[config.mk]
export PLATFORM = sky130hd
export DESIGN_NAME = pwr_guard
export DESIGN_NICKNAME = d
export VERILOG_FILES = /design/src/rtl/pwr_pkg.sv /design/src/rtl/pwr_sync.sv /design/src/rtl/pwr_level.sv /design/src/rtl/pwr_tick.sv /design/src/rtl/pwr_seq.sv /design/src/rtl/pwr_guard.sv
export SDC_FILE = /design/constraint.sdc
export NUM_CORES = 1
export LEC_CHECK = 0
export BUFFER_PORTS_ARGS = -buffer_cell sky130_fd_sc_hd__clkbuf_2
export CAP_MARGIN = 20
export CORE_MARGIN = 3
export CORE_UTILIZATION = 55
export DETAILED_ROUTE_END_ITERATION = 16
export GPL_ROUTABILITY_DRIVEN = 0
export HOLD_SLACK_MARGIN = 0.12
export PLACE_DENSITY = 0.79
export SYNTH_ARGS = -nofsm -noshare
export SYNTH_HDL_FRONTEND = slang
export SYNTH_HIERARCHICAL = 1
export SYNTH_SLANG_ARGS = --single-unit
[constraint.sdc]
create_clock -name clk -period 2.49 [get_ports clk]
set_clock_uncertainty 0.1 [all_clocks]
set_input_delay 0.6225 -clock clk [delete_from_list [all_inputs] [get_ports clk]]
set_output_delay 0.6225 -clock clk [all_outputs]
set_load 0.02 [all_outputs]
[src/rtl/pwr_pkg.sv]
// Package: shared types for the power-fail supervisor.
// Assumes: nothing; pure type definitions.
package pwr_pkg;

    // Decoded supply condition, ordered by severity.
    typedef enum logic [1:0] {
        LVL_OK   = 2'd0,  // above upper trip point
        LVL_WARN = 2'd1,  // below upper, above lower
        LVL_LOW  = 2'd2,  // below lower trip point
        LVL_BAT  = 2'd3   // below battery-switch threshold
    } lvl_t;

    // Supervisor sequence states.
    typedef enum logic [1:0] {
        ST_RUN     = 2'd0,  // normal operation
        ST_ALERT   = 2'd1,  // interrupt raised, deselect pending
        ST_HOLD    = 2'd2,  // deselected, waiting for good supply
        ST_RECOVER = 2'd3   // supply good, timing recovery
    } st_t;

endpackage

[src/rtl/pwr_sync.sv]
// Module: pwr_sync
// Two-stage synchroniser for a bundle of asynchronous flags.
// Assumes: each flag is quasi-static compared with the clock, so bits
// may be resolved independently; RST_VAL is the value held in reset.
module pwr_sync #(
    parameter int          W       = 3,
    parameter logic [W-1:0] RST_VAL = '1
) (
    input  logic         clk,
    input  logic         rst_n,
    input  logic [W-1:0] d_async,
    output logic [W-1:0] q_sync
);

    logic [W-1:0] meta_q;

    // Capture the asynchronous flags through two flops.
    always_ff @(posedge clk) begin
        if (!rst_n) begin
            meta_q <= RST_VAL;
            q_sync <= RST_VAL;
        end else begin
            meta_q <= d_async;
            q_sync <= meta_q;
        end
    end

endmodule

[src/rtl/pwr_level.sv]
// Module: pwr_level
// Maps the three synchronised comparator flags to one severity level.
// Assumes: flag bit order {bat, lo, hi}. An inconsistent combination is
// resolved to the most severe flag that is set, so a lower-threshold
// flag without the upper one still counts as below the lower point.
module pwr_level
    import pwr_pkg::*;
(
    input  logic [2:0] flags_i,   // {below_bat, below_lo, below_hi}
    output lvl_t       lvl_o
);

    // Priority decode: the most severe flag that is set wins.
    always_comb begin
        if (flags_i[2])      lvl_o = LVL_BAT;
        else if (flags_i[1]) lvl_o = LVL_LOW;
        else if (flags_i[0]) lvl_o = LVL_WARN;
        else                 lvl_o = LVL_OK;
    end

endmodule

[src/rtl/pwr_tick.sv]
// Module: pwr_tick
// Free-running prescaler producing a one-cycle strobe every DIV clocks
// (one microsecond when DIV equals the clock rate in MHz).
// Assumes: DIV >= 2.
module pwr_tick #(
    parameter int DIV = 8
) (
    input  logic clk,
    input  logic rst_n,
    output logic tick_o
);

    localparam int TW = (DIV > 1) ? $clog2(DIV) : 1;
    localparam logic [TW-1:0] LAST = TW'(DIV - 1);

    logic [TW-1:0] div_q;

    assign tick_o = (div_q == LAST);

    // Count clocks modulo DIV.
    always_ff @(posedge clk) begin
        if (!rst_n)      div_q <= '0;
        else if (tick_o) div_q <= '0;
        else             div_q <= div_q + 1'b1;
    end

    AST_TICK_SPACED: assert property (@(posedge clk) disable iff (!rst_n)
        tick_o |=> !tick_o);

endmodule

[src/rtl/pwr_seq.sv]
// Module: pwr_seq
// Power-fail sequence controller. Raises the interrupt as soon as the
// supply leaves the good band, deselects the memory after ARM_US strobes
// (or at once below the lower point), and releases both only after the
// supply has been good for REC_US strobes without a break.
// Assumes: tick_i is a single-cycle strobe; lvl_i is already synchronous.
module pwr_seq
    import pwr_pkg::*;
#(
    parameter int ARM_US = 25,
    parameter int REC_US = 200
) (
    input  logic clk,
    input  logic rst_n,
    input  logic tick_i,
    input  lvl_t lvl_i,
    output logic irq_o,
    output logic desel_o
);

    localparam int MAXC = ((ARM_US > REC_US) ? ARM_US : REC_US) + 1;
    localparam int CW   = $clog2(MAXC);
    localparam logic [CW-1:0] ARM_LAST = CW'(ARM_US - 1);
    localparam logic [CW-1:0] REC_LAST = CW'(REC_US - 1);

    st_t           st_q, st_d;
    logic [CW-1:0] cnt_q, cnt_d;
    logic          sev_low;

    assign sev_low = (lvl_i == LVL_LOW) || (lvl_i == LVL_BAT);

    // Next-state and strobe-counter logic.
    always_comb begin
        st_d  = st_q;
        cnt_d = cnt_q;
        unique case (st_q)
            ST_RUN: begin
                cnt_d = '0;
                if (sev_low)                st_d = ST_HOLD;
                else if (lvl_i == LVL_WARN) st_d = ST_ALERT;
            end
            ST_ALERT: begin
                if (sev_low) begin
                    st_d  = ST_HOLD;
                    cnt_d = '0;
                end else if (tick_i) begin
                    if (cnt_q == ARM_LAST) begin
                        st_d  = ST_HOLD;
                        cnt_d = '0;
                    end else begin
                        cnt_d = cnt_q + 1'b1;
                    end
                end
            end
            ST_HOLD: begin
                cnt_d = '0;
                if (lvl_i == LVL_OK) st_d = ST_RECOVER;
            end
            ST_RECOVER: begin
                if (lvl_i != LVL_OK) begin
                    st_d  = ST_HOLD;
                    cnt_d = '0;
                end else if (tick_i) begin
                    if (cnt_q == REC_LAST) begin
                        st_d  = ST_RUN;
                        cnt_d = '0;
                    end else begin
                        cnt_d = cnt_q + 1'b1;
                    end
                end
            end
            default: begin
                st_d  = ST_HOLD;
                cnt_d = '0;
            end
        endcase
    end

    // State and counter registers; reset starts protected.
    always_ff @(posedge clk) begin
        if (!rst_n) begin
            st_q  <= ST_HOLD;
            cnt_q <= '0;
        end else begin
            st_q  <= st_d;
            cnt_q <= cnt_d;
        end
    end

    // Output decode from state.
    assign irq_o   = (st_q != ST_RUN);
    assign desel_o = (st_q == ST_HOLD) || (st_q == ST_RECOVER);

    AST_LOW_FORCES_DESEL: assert property (@(posedge clk) disable iff (!rst_n)
        sev_low |=> (desel_o && irq_o));

    AST_ALERT_CNT_BOUND: assert property (@(posedge clk) disable iff (!rst_n)
        (st_q == ST_ALERT) |-> (cnt_q < CW'(ARM_US)));

    AST_DESEL_HAS_CAUSE: assert property (@(posedge clk) disable iff (!rst_n)
        $rose(desel_o) |-> ($past(sev_low) ||
                            ($past(st_q == ST_ALERT) && $past(tick_i))));

    AST_RELEASE_ONLY_GOOD: assert property (@(posedge clk) disable iff (!rst_n)
        $fell(desel_o) |-> ($past(lvl_i == LVL_OK) && !irq_o));

    AST_BAD_BLOCKS_RELEASE: assert property (@(posedge clk) disable iff (!rst_n)
        (desel_o && lvl_i != LVL_OK) |=> desel_o);

endmodule

[src/rtl/pwr_guard.sv]
// Module: pwr_guard (top)
// Power-fail write-protect supervisor: synchronises the comparator
// flags, decodes the supply level, times the warning and recovery
// windows, and drives interrupt, deselect and battery select.
// Assumes: TICKS_PER_US is the clock rate in MHz; the interrupt pad is
// open-drain, so irq_pull_low only ever enables a pull to ground.
module pwr_guard
    import pwr_pkg::*;
#(
    parameter int TICKS_PER_US = 8,
    parameter int ARM_DELAY_US = 25,
    parameter int RECOVER_US   = 200
) (
    input  logic clk,
    input  logic rst_n,
    input  logic sup_below_hi,
    input  logic sup_below_lo,
    input  logic sup_below_bat,
    output logic irq_pull_low,
    output logic mem_deselect,
    output logic bat_select
);

    // Build-time range check on the warning window.
    generate
        if (ARM_DELAY_US < 10 || ARM_DELAY_US > 40) begin : g_bad_arm
            $error("ARM_DELAY_US must lie within 10..40");
        end
    endgenerate

    logic [2:0] flags_s;
    lvl_t       lvl;
    logic       us_tick;
    logic       bat_q;

    pwr_sync #(.W(3), .RST_VAL(3'b111)) u_sync (
        .clk     (clk),
        .rst_n   (rst_n),
        .d_async ({sup_below_bat, sup_below_lo, sup_below_hi}),
        .q_sync  (flags_s)
    );

    pwr_level u_level (
        .flags_i (flags_s),
        .lvl_o   (lvl)
    );

    pwr_tick #(.DIV(TICKS_PER_US)) u_tick (
        .clk    (clk),
        .rst_n  (rst_n),
        .tick_o (us_tick)
    );

    pwr_seq #(.ARM_US(ARM_DELAY_US), .REC_US(RECOVER_US)) u_seq (
        .clk     (clk),
        .rst_n   (rst_n),
        .tick_i  (us_tick),
        .lvl_i   (lvl),
        .irq_o   (irq_pull_low),
        .desel_o (mem_deselect)
    );

    // Battery select follows the synchronised battery-switch flag.
    always_ff @(posedge clk) begin
        if (!rst_n) bat_q <= 1'b1;
        else        bat_q <= (lvl == LVL_BAT);
    end

    assign bat_select = bat_q;

    AST_BAT_FOLLOWS: assert property (@(posedge clk) disable iff (!rst_n)
        flags_s[2] |=> bat_select);

    AST_BAT_DROPS: assert property (@(posedge clk) disable iff (!rst_n)
        !flags_s[2] |=> !bat_select);

    AST_DESEL_WITH_IRQ: assert property (@(posedge clk) disable iff (!rst_n)
        (mem_deselect && !$past(mem_deselect) && $past(lvl) == LVL_WARN)
            |-> $past(irq_pull_low));

endmodule

=== Word-level counts from Yosys, hierarchy flattened ===
Index checks and enable logic that the tools add are counted.

* Register bits after elaboration: 20
* RAM bits: 0
* Bits in read-only memories: 0
* Memories kept: 0
* Output and inout port bits: 3
* Input port bits: 5
* Bits in latches: 0
* Word-level logic and storage cells: 54

* Reduce and logical (&&, ||, !) cells: 10
* $lt $le $gt $ge: 0
* Mux-type cells: 20
* Div/mod/pow operators: 0
* Equal/unequal tests: 15
* Add/subtract/negate cells: 2
* Shifts and indexed selects: 0
* Bitwise operators: 1
* Multipliers: 0

{| class="wikitable"
|+ Operators with widths
! kind !! number
|-
| $mux W8 || 6
|-
| $pmux W8 S3 || 1
|-
| $mux W2 || 11
|-
| $ne A3 B1 Y1 const B || 5
|-
| $add A8 B1 Y8 const B || 1
|-
| $eq A2 B2 Y1 const B || 4
|-
| $eq A8 B5 Y1 const B || 1
|-
| $eq A8 B8 Y1 const B || 1
|-
| $pmux W2 S4 || 1
|-
| $reduce_and A6 Y1 || 1
|-
| $eq A2 B1 Y1 const B || 2
|-
| $logic_not A2 Y1 || 2
|-
| $reduce_bool A2 Y1 || 2
|-
| $reduce_or A2 Y1 || 2
|-
| $add A3 B1 Y3 const B || 1
|-
| $eq A3 B3 Y1 const B || 1
|-
| $logic_or A1 B1 Y1 || 2
|-
| $ne A2 B1 Y1 const B || 1
|-
| $reduce_and A2 Y1 || 1
|-
| $mux W1 || 1
|-
| $not A1 Y1 || 1
|}

=== Logic depth before layout (Yosys ltp) ===
Gate-level depths: netlist (run 1).

* Depth after elaboration: 7
* Mapped depth: 7
* Gate-level depth less buffers: 6

=== Hierarchy ===
The synthesis (run 1) kept the hierarchy.

{| class="wikitable"
|+ By module, submodules not included
! module !! times used !! seq. area each (um^2) !! area each (um^2) !! cells each
|-
| pwr_seq || 1 || 200.2 || 656.9 || 72
|-
| pwr_sync || 1 || 120.1 || 157.7 || 12
|-
| pwr_tick || 1 || 60.1 || 115.1 || 8
|-
| pwr_guard || 1 || 20.0 || 30.0 || 2
|-
| pwr_level || 1 || 0.0 || 17.5 || 3
|}

=== Worst setup path after synthesis (run 1) ===
OpenSTA, ideal clock, no wires.

* Path type: flip-flop to flip-flop
* From: register u_tick.div_q[0]
* To: register u_seq.cnt_q[7]
* Data required time: 2.324 ns
* Library setup time: 0.066 ns
* Path buffers: 1
* Setup slack: 0.625 ns
* Cell stages (with the launch flop): 8
* Data arrival time: 1.699 ns
* Clock period less this slack: 1.865 ns
* Cell sequence: dfxtp_1 -> ha_1 -> ha_1 -> nor3b_4 -> and2_4 -> buf_6 -> or4_4 -> a21oi_2

* Cells in the longest elaborated chain, start to end: 3
* Elaborated cells on any way between the ends: 4
* Those cells by class: eq/ne: 3; reduce/logical: 1

{| class="wikitable"
|+ Ends and longest elaborated chain
! what !! RTL line !! source
|-
| from (decl) || pwr_tick.sv:16 || <nowiki>logic [TW-1:0] div_q;</nowiki>
|-
| from (signal assigned) || pwr_tick.sv:24 || <nowiki>else div_q <= div_q + 1'b1;</nowiki>
|-
| $eq A3 B3 Y1 * || pwr_tick.sv:18 || <nowiki>assign tick_o = (div_q == LAST);</nowiki>
|-
| named net us_tick || pwr_guard.sv:33 || <nowiki>logic us_tick;</nowiki>
|-
| $ne A3 B1 Y1 (no line) || n/a ||
|-
| $reduce_and A2 Y1 (no line) * || n/a ||
|-
| to (signal assigned) || pwr_seq.sv:86 || <nowiki>cnt_q <= cnt_d;</nowiki>
|-
| to (decl) || pwr_seq.sv:27 || <nowiki>logic [CW-1:0] cnt_q, cnt_d;</nowiki>
|}

Mark *: on every way through the listed nets, which the timed path passes. The rest lies on a longest branch.
A chain may end at the register's enable or synchronous reset.

=== Worst setup path in the final report (run 1) ===
Same ends and word-level chain as after synthesis.

==> results of run 1 <==
## power groups by stage
stage,sequential [mW],clock (mW),combinational [mW]
global route,0.333,0.284,0.0258
floorplan,0.339,0,0.0134
CTS,0.332,0.269,0.0231
detailed placement,0.340,0,0.0232
global placement,0.339,0,0.0214
finish,0.332,0.264,0.0226
## metal layers
layer / vias to the layer above / share of wire
met4: 0 / 0.0099
met2: 8 / 0.47
li1: 355 / -
met3: 2 / 0.026
met1: 331 / 0.50
met5: - / 0
## stage by stage
step / hold slack [ns] / area, um^2 / worst slack [ns]
after floorplan: 0.286 / 977 / 0.625
after global placement: 0.289 / 1010 / 0.660
after detailed placement: 0.292 / 1010 / 0.594
after CTS: 0.319 / 1060 / 0.561
after global routing: 0.340 / 1060 / 0.483
final: 0.318 / 1060 / 0.577
## final cells by class
cell class,instances,area [um^2]
clock inverter,1,30.0
clock buffer,3,22.5
tap,24,30.0
multi-input combinational,70,532
sequential,20,400
fill,141,533
inverter,3,11.3
timing repair buffer,7,35.0
## cell families (layout without fill, tap and decap cells)
group	after synthesis	after routing	share of synthesized area
AO/OA/AOI/OAI	19	19	0.154
buffers and inverters	7	14	0.0461
AND/OR/NAND/NOR	39	39	0.266
multiplexers	1	1	0.0102
adder cells (fa/ha/maj)	4	4	0.0512
flip-flops	20	20	0.410
XOR/XNOR	7	7	0.0627
## worst max-delay path: stages (launching register included)
cell and delay [ns]:
dfxtp_1 0.38, ha_1 0.16, ha_1 0.28, nor3b_4 0.09
and2_4 0.21, or4_4 0.52, a21oi_2 0.13
## placed cells by master, fill, tap and decap left out, types with 2 or more instances in the layout
cell type and instances:
and3b_1 2, nand2_1 3, inv_1 3, o21ai_0 2
a21oi_1 5, nand2b_1 6, or2_1 2, a21oi_2 2
clkbuf_2 7, ha_1 4, nand3_1 3, nor2_1 8
clkbuf_4 3, dfxtp_1 20, a211oi_1 2, xnor2_1 6
## worst paths after layout
path | start | end | slack [ns] | cells past startpoint
setup / recovery | u_tick/div_q[0] | u_seq/cnt_q[7] | 0.58 | 6
hold / removal | u_sync/meta_q[0] | u_sync/q_sync[0] | 0.32 | 1
setup reg to reg | u_tick/div_q[0] | u_seq/cnt_q[7] | 0.58 | 6
hold reg to reg | u_sync/meta_q[0] | u_sync/q_sync[0] | 0.32 | 1
## flip-flops by register name, summed over array words and instances (netlist names)
name	flops
u_sync/meta_q	3
u_sync/q_sync	3
u_seq/cnt_q	8
u_seq/st_q	2
u_tick/div_q	3
bat_select	1
==> flow_metrics.py, run 1 <==
metrics = {
    "status": {
        "status": "completed",
    },
    "clocking": {
        "clock_latency_ns": 0.30,
        "cts_tree": "built",
        "h-tree-depth": 1,
        "clock_path_buffers": 2,
        "cts_root_buf": "clkbuf_4",
        "postCtsHoldBufs": 0,
        "cts.clk_slew.worst_paths_ns": 0.11,
        "ctsResizeCount": 0,
        "clkSinkCount": 20,
        "cts_buffers": 3,
        "cts_setup_buffers": 0,
    },
    "floorplanning": {
        "initial_core_util": 0.613,
        "rows": 14,
        "die_width_um": 48.2,
        "core_area_um2": 1590,
        "pin_count": 8,
        "dieHeight_um": 48.2,
        "dieArea_um2": 2320,
    },
    "pwr": {
        "netSwitchingFraction": 0.187,
        "ir_worst_vdd_mv": 0.479,
        "powerDensity_nw_per_um2": 583,
        "p_seq_frac": 0.537,
        "p_switching_uw": 116,
        "p_clk_frac": 0.426,
        "p_leak_nw": 0.402,
        "power_uw": 619,
        "internal_power_uw": 503,
        "p_comb_frac": 0.037,
    },
    "placement": {
        "portBuffers": 7,
        "place_hpwl_mm": 1.15,
        "dpl.cell_count": 124,
    },
    "yosys": {
        "synth_top_cell_by_area": "dfxtp_1",
        "synth_common_cells": "dfxtp_1 (20), nor2_1 (8), nand2b_1 (6), xnor2_1 (6), a21oi_1 (5)",
        "ys_warn_count": 6,
        "synth-main-ff-cell": "dfxtp_1",
        "ys_seq_elements": 20,
        "async_reset_ff_frac": 0,
        "postSynthCellCount": 97,
        "synth_edf_count": 0,
        "yosysMostFrequentCell": "dfxtp_1",
        "synth_area_per_cell_um2": 10.1,
        "synth_cell_type_count": 42,
        "syn_area_um2": 977,
        "synth_fp_nets": 106,
        "synth.area.top_cells": "dfxtp_1 (41%), xnor2_1 (5.4%), ha_1 (5.1%), nand2b_1 (3.8%), nor2_1 (3.1%)",
        "synth_top_area_share": 0.410,
        "yosysSeqAreaShare": 0.410,
    },
    "worst_setup_path": {
        "required_ns": 2.64,
        "crit_path_end_kind": "flop",
        "crit_path_start_kind": "flop",
        "arrival_ns": 2.06,
        "crit_type": "flop to flop",
        "cp_max_fo": 7,
    },
    "routing": {
        "ant_nets": 0,
        "drc": 0,
        "wl_mm": 1.62,
        "drt_pass1_iterations": 3,
        "vias": 696,
        "vias_per_cell": 5.44,
        "drt_iter0_markers": 27,
        "wl_per_cell_um": 12.7,
    },
    "sta": {
        "timing.slew.headroom": 0.679,
        "max_freq_ghz": 0.523,
        "worstMarginPinSlew_ns": 0.475,
        "finalHoldViolCount": 0,
        "drv_slew": 0,
        "fin_setup_tns_ns": 0,
        "rsz0062_at_grt": "false",
        "min_period_ns": 1.91,
        "timing.final.crit_share": 0.768,
        "setup_violations": 0,
    },
    "layout": {
        "final_core_util": 0.666,
        "finalNonFillerCells": 128,
        "area_growth_pct": 8.58,
        "drive_gt1_frac": 0.202,
        "diodes": 0,
        "fin_nets": 114,
    },
    "grt": {
        "met3_usage": 0.0221,
        "antenna_found_initial": 0,
        "grt_pass1_wl_mm": 2.58,
        "grt-busiest-layer": "met2",
        "grt_pass1_vias": 631,
        "grtUsageMet1": 0.193,
        "grt_max_degree": 15,
        "overflow": 0,
        "grtUsageTotal": 0.161,
        "grt.met2_usage": 0.271,
    },
    "job": {
        "cap_viol_max_count": 0,
    },
    "min_path": {
        "hp-class": "flop to flop",
    },
}
Note: power is estimated with default switching activity, not from simulation.
==> inputs of run 2 (changes only) <==
--- a/config.mk
+++ b/config.mk
@@ -8,11 +8,11 @@
 export BUFFER_PORTS_ARGS = -buffer_cell sky130_fd_sc_hd__clkbuf_2
 export CAP_MARGIN = 20
 export CORE_MARGIN = 3
-export CORE_UTILIZATION = 55
+export CORE_UTILIZATION = 51
 export DETAILED_ROUTE_END_ITERATION = 16
 export GPL_ROUTABILITY_DRIVEN = 0
 export HOLD_SLACK_MARGIN = 0.12
-export PLACE_DENSITY = 0.79
+export PLACE_DENSITY = 0.77
 export SYNTH_ARGS = -nofsm -noshare
 export SYNTH_HDL_FRONTEND = slang
 export SYNTH_HIERARCHICAL = 1
==> constraint.sdc (replaced) <==
create_clock -name clk -period 1.75 [get_ports clk]
set_clock_uncertainty 0.1 [all_clocks]
set_input_delay 0.4375 -clock clk [delete_from_list [all_inputs] [get_ports clk]]
set_output_delay 0.4375 -clock clk [all_outputs]
set_load 0.02 [all_outputs]
==> flow_metrics.py, run 2 (synthesis gave the netlist of run 1 again) <==
metrics = {
    "grt": {
        "grt_max_degree": 15,
        "overflow": 0,
        "antenna_found_initial": 0,
        "grtUsageTotal": 0.176,
        "grt_pass1_wl_mm": 3.24,
        "grt_pass1_vias": 717,
    },
    "sta": {
        "finalHoldViolCount": 0,
        "drv_slew": 0,
        "timing.slew.headroom": 0.747,
        "timing.final.crit_share": 0.993,
        "rsz0062_at_grt": "true",
        "max_freq_ghz": 0.575,
        "fin_setup_tns_ns": 0,
        "hold-worst-slack_ns": 0.197,
        "setup_ws_ns": 0.0114,
        "min_period_ns": 1.74,
        "worstMarginPinSlew_ns": 0.379,
        "setup_violations": 0,
    },
    "worst_setup_path": {
        "crit_path_end_kind": "flop",
        "required_ns": 1.84,
        "ff2ff_setup_slack_ns": 0.01,
        "crit_type": "flop to flop",
        "arrival_ns": 1.83,
        "cpMostUsedCell": "ha_4",
        "cp_max_fo": 7,
        "path_cells": "ha_4 -> ha_4 -> nor3b_4 -> and2_4 -> or2_1 -> o311ai_1",
        "slowest_delay_ns": 0.36,
        "critPathSlowestCell": "dfxtp_2",
        "crit_path_start_kind": "flop",
        "reg2reg_depth": 6,
    },
    "layout": {
        "area_growth_pct": 23.3,
        "finalNonFillerCells": 141,
        "diodes": 0,
        "fin_nets": 126,
        "final_core_util": 0.683,
        "final_cell_area_um2": 1200,
        "final_common_cell": "dfxtp_1",
        "final_cell_mix": "dfxtp_1 (15), buf_4 (12), nor2_1 (8)",
        "drive_gt1_frac": 0.371,
        "regMostFlops": "u_seq/cnt_q",
        "largest_reg_flops": 8,
    },
    "clocking": {
        "clock_path_buffers": 2,
        "cts_tree": "built",
        "clkSinkCount": 20,
        "h-tree-depth": 1,
        "postCtsHoldBufs": 0,
        "cts_root_buf": "clkbuf_4",
        "cts.clk_slew.worst_paths_ns": 0.11,
        "cts_buffers": 3,
        "clock_latency_ns": 0.31,
    },
    "floorplanning": {
        "dieHeight_um": 49.8,
        "core_area_um2": 1760,
        "pin_count": 8,
        "rows": 15,
        "dieArea_um2": 2480,
        "initial_core_util": 0.554,
        "die_width_um": 49.8,
    },
    "status": {
        "status": "completed",
    },
    "placement": {
        "place_hpwl_mm": 1.27,
        "dpl.cell_count": 131,
        "place_ws_ns": -0.00364,
        "portBuffers": 7,
        "place_area_um2": 1080,
    },
    "min_path": {
        "holdPathStages": 2,
        "hp-class": "primary input to flop",
    },
    "routing": {
        "wl_per_cell_um": 13.4,
        "vias_per_cell": 5.37,
        "vias": 757,
        "wl_mm": 1.88,
        "drt_iter0_markers": 19,
        "ant_nets": 0,
        "drc": 0,
        "drt_pass1_iterations": 4,
    },
    "pwr": {
        "power_uw": 791,
        "ir_worst_vdd_mv": 0.525,
        "p_leak_nw": 0.485,
        "powerDensity_nw_per_um2": 657,
    },
    "job": {
        "cap_viol_max_count": 0,
    },
}
## run 2: cell types whose count changed in the layout (fill, tap and decap cells not counted), sizes merged
cell	before	now
buf	0	13
bufinv	1	0
## run 2: worst max-delay path, delay by kind of cell (launching register included)
kind	cells	cell delay [ns]
adder cells (fa/ha/maj)	2	0.33
AND/OR/NAND/NOR	3	0.73
flip-flops	1	0.36
AO/OA/AOI/OAI	1	0.11
## run 2: power by group
group / internal (mW) / switching [mW]
logic: 0.0242 / 0.0194
clock network: 0.127 / 0.143
registers: 0.469 / 0.00777
total: 0.621 / 0.171
## run 2: worst paths after layout
| check | start | end |
|---|---|---|
| max | u_tick/div_q[0] | u_seq/st_q[1] |
| max reg2reg | u_tick/div_q[0] | u_seq/st_q[1] |
| min reg2reg | u_sync/meta_q[0] | u_sync/q_sync[0] |
| min | sup_below_bat | u_sync/meta_q[2] |
## run 2: timing repair
action | 4_1_cts | 5_1_grt
pin swaps | 0 | 10
endpoints found under the setup margin | 8 | 11
buffers inserted | 2 | 5
gates resized for setup | 7 | 5
## run 2: layout make-up
class,instances,area (um^2)
timing repair buffer,19,135
fill,145,559
sequential,20,407
inverter,3,11.3
multi-input combinational,70,584
clock buffer,4,36.3
tap,25,31.3
## run 2: layer usage
metal  GRT usage  part of all wire  up-vias
met2       0.256              0.45       19
met1       0.227              0.48      349
met4       0.134             0.028        0
met3      0.0363             0.047        5
li1            -                 -      384
met5           0                 0        -
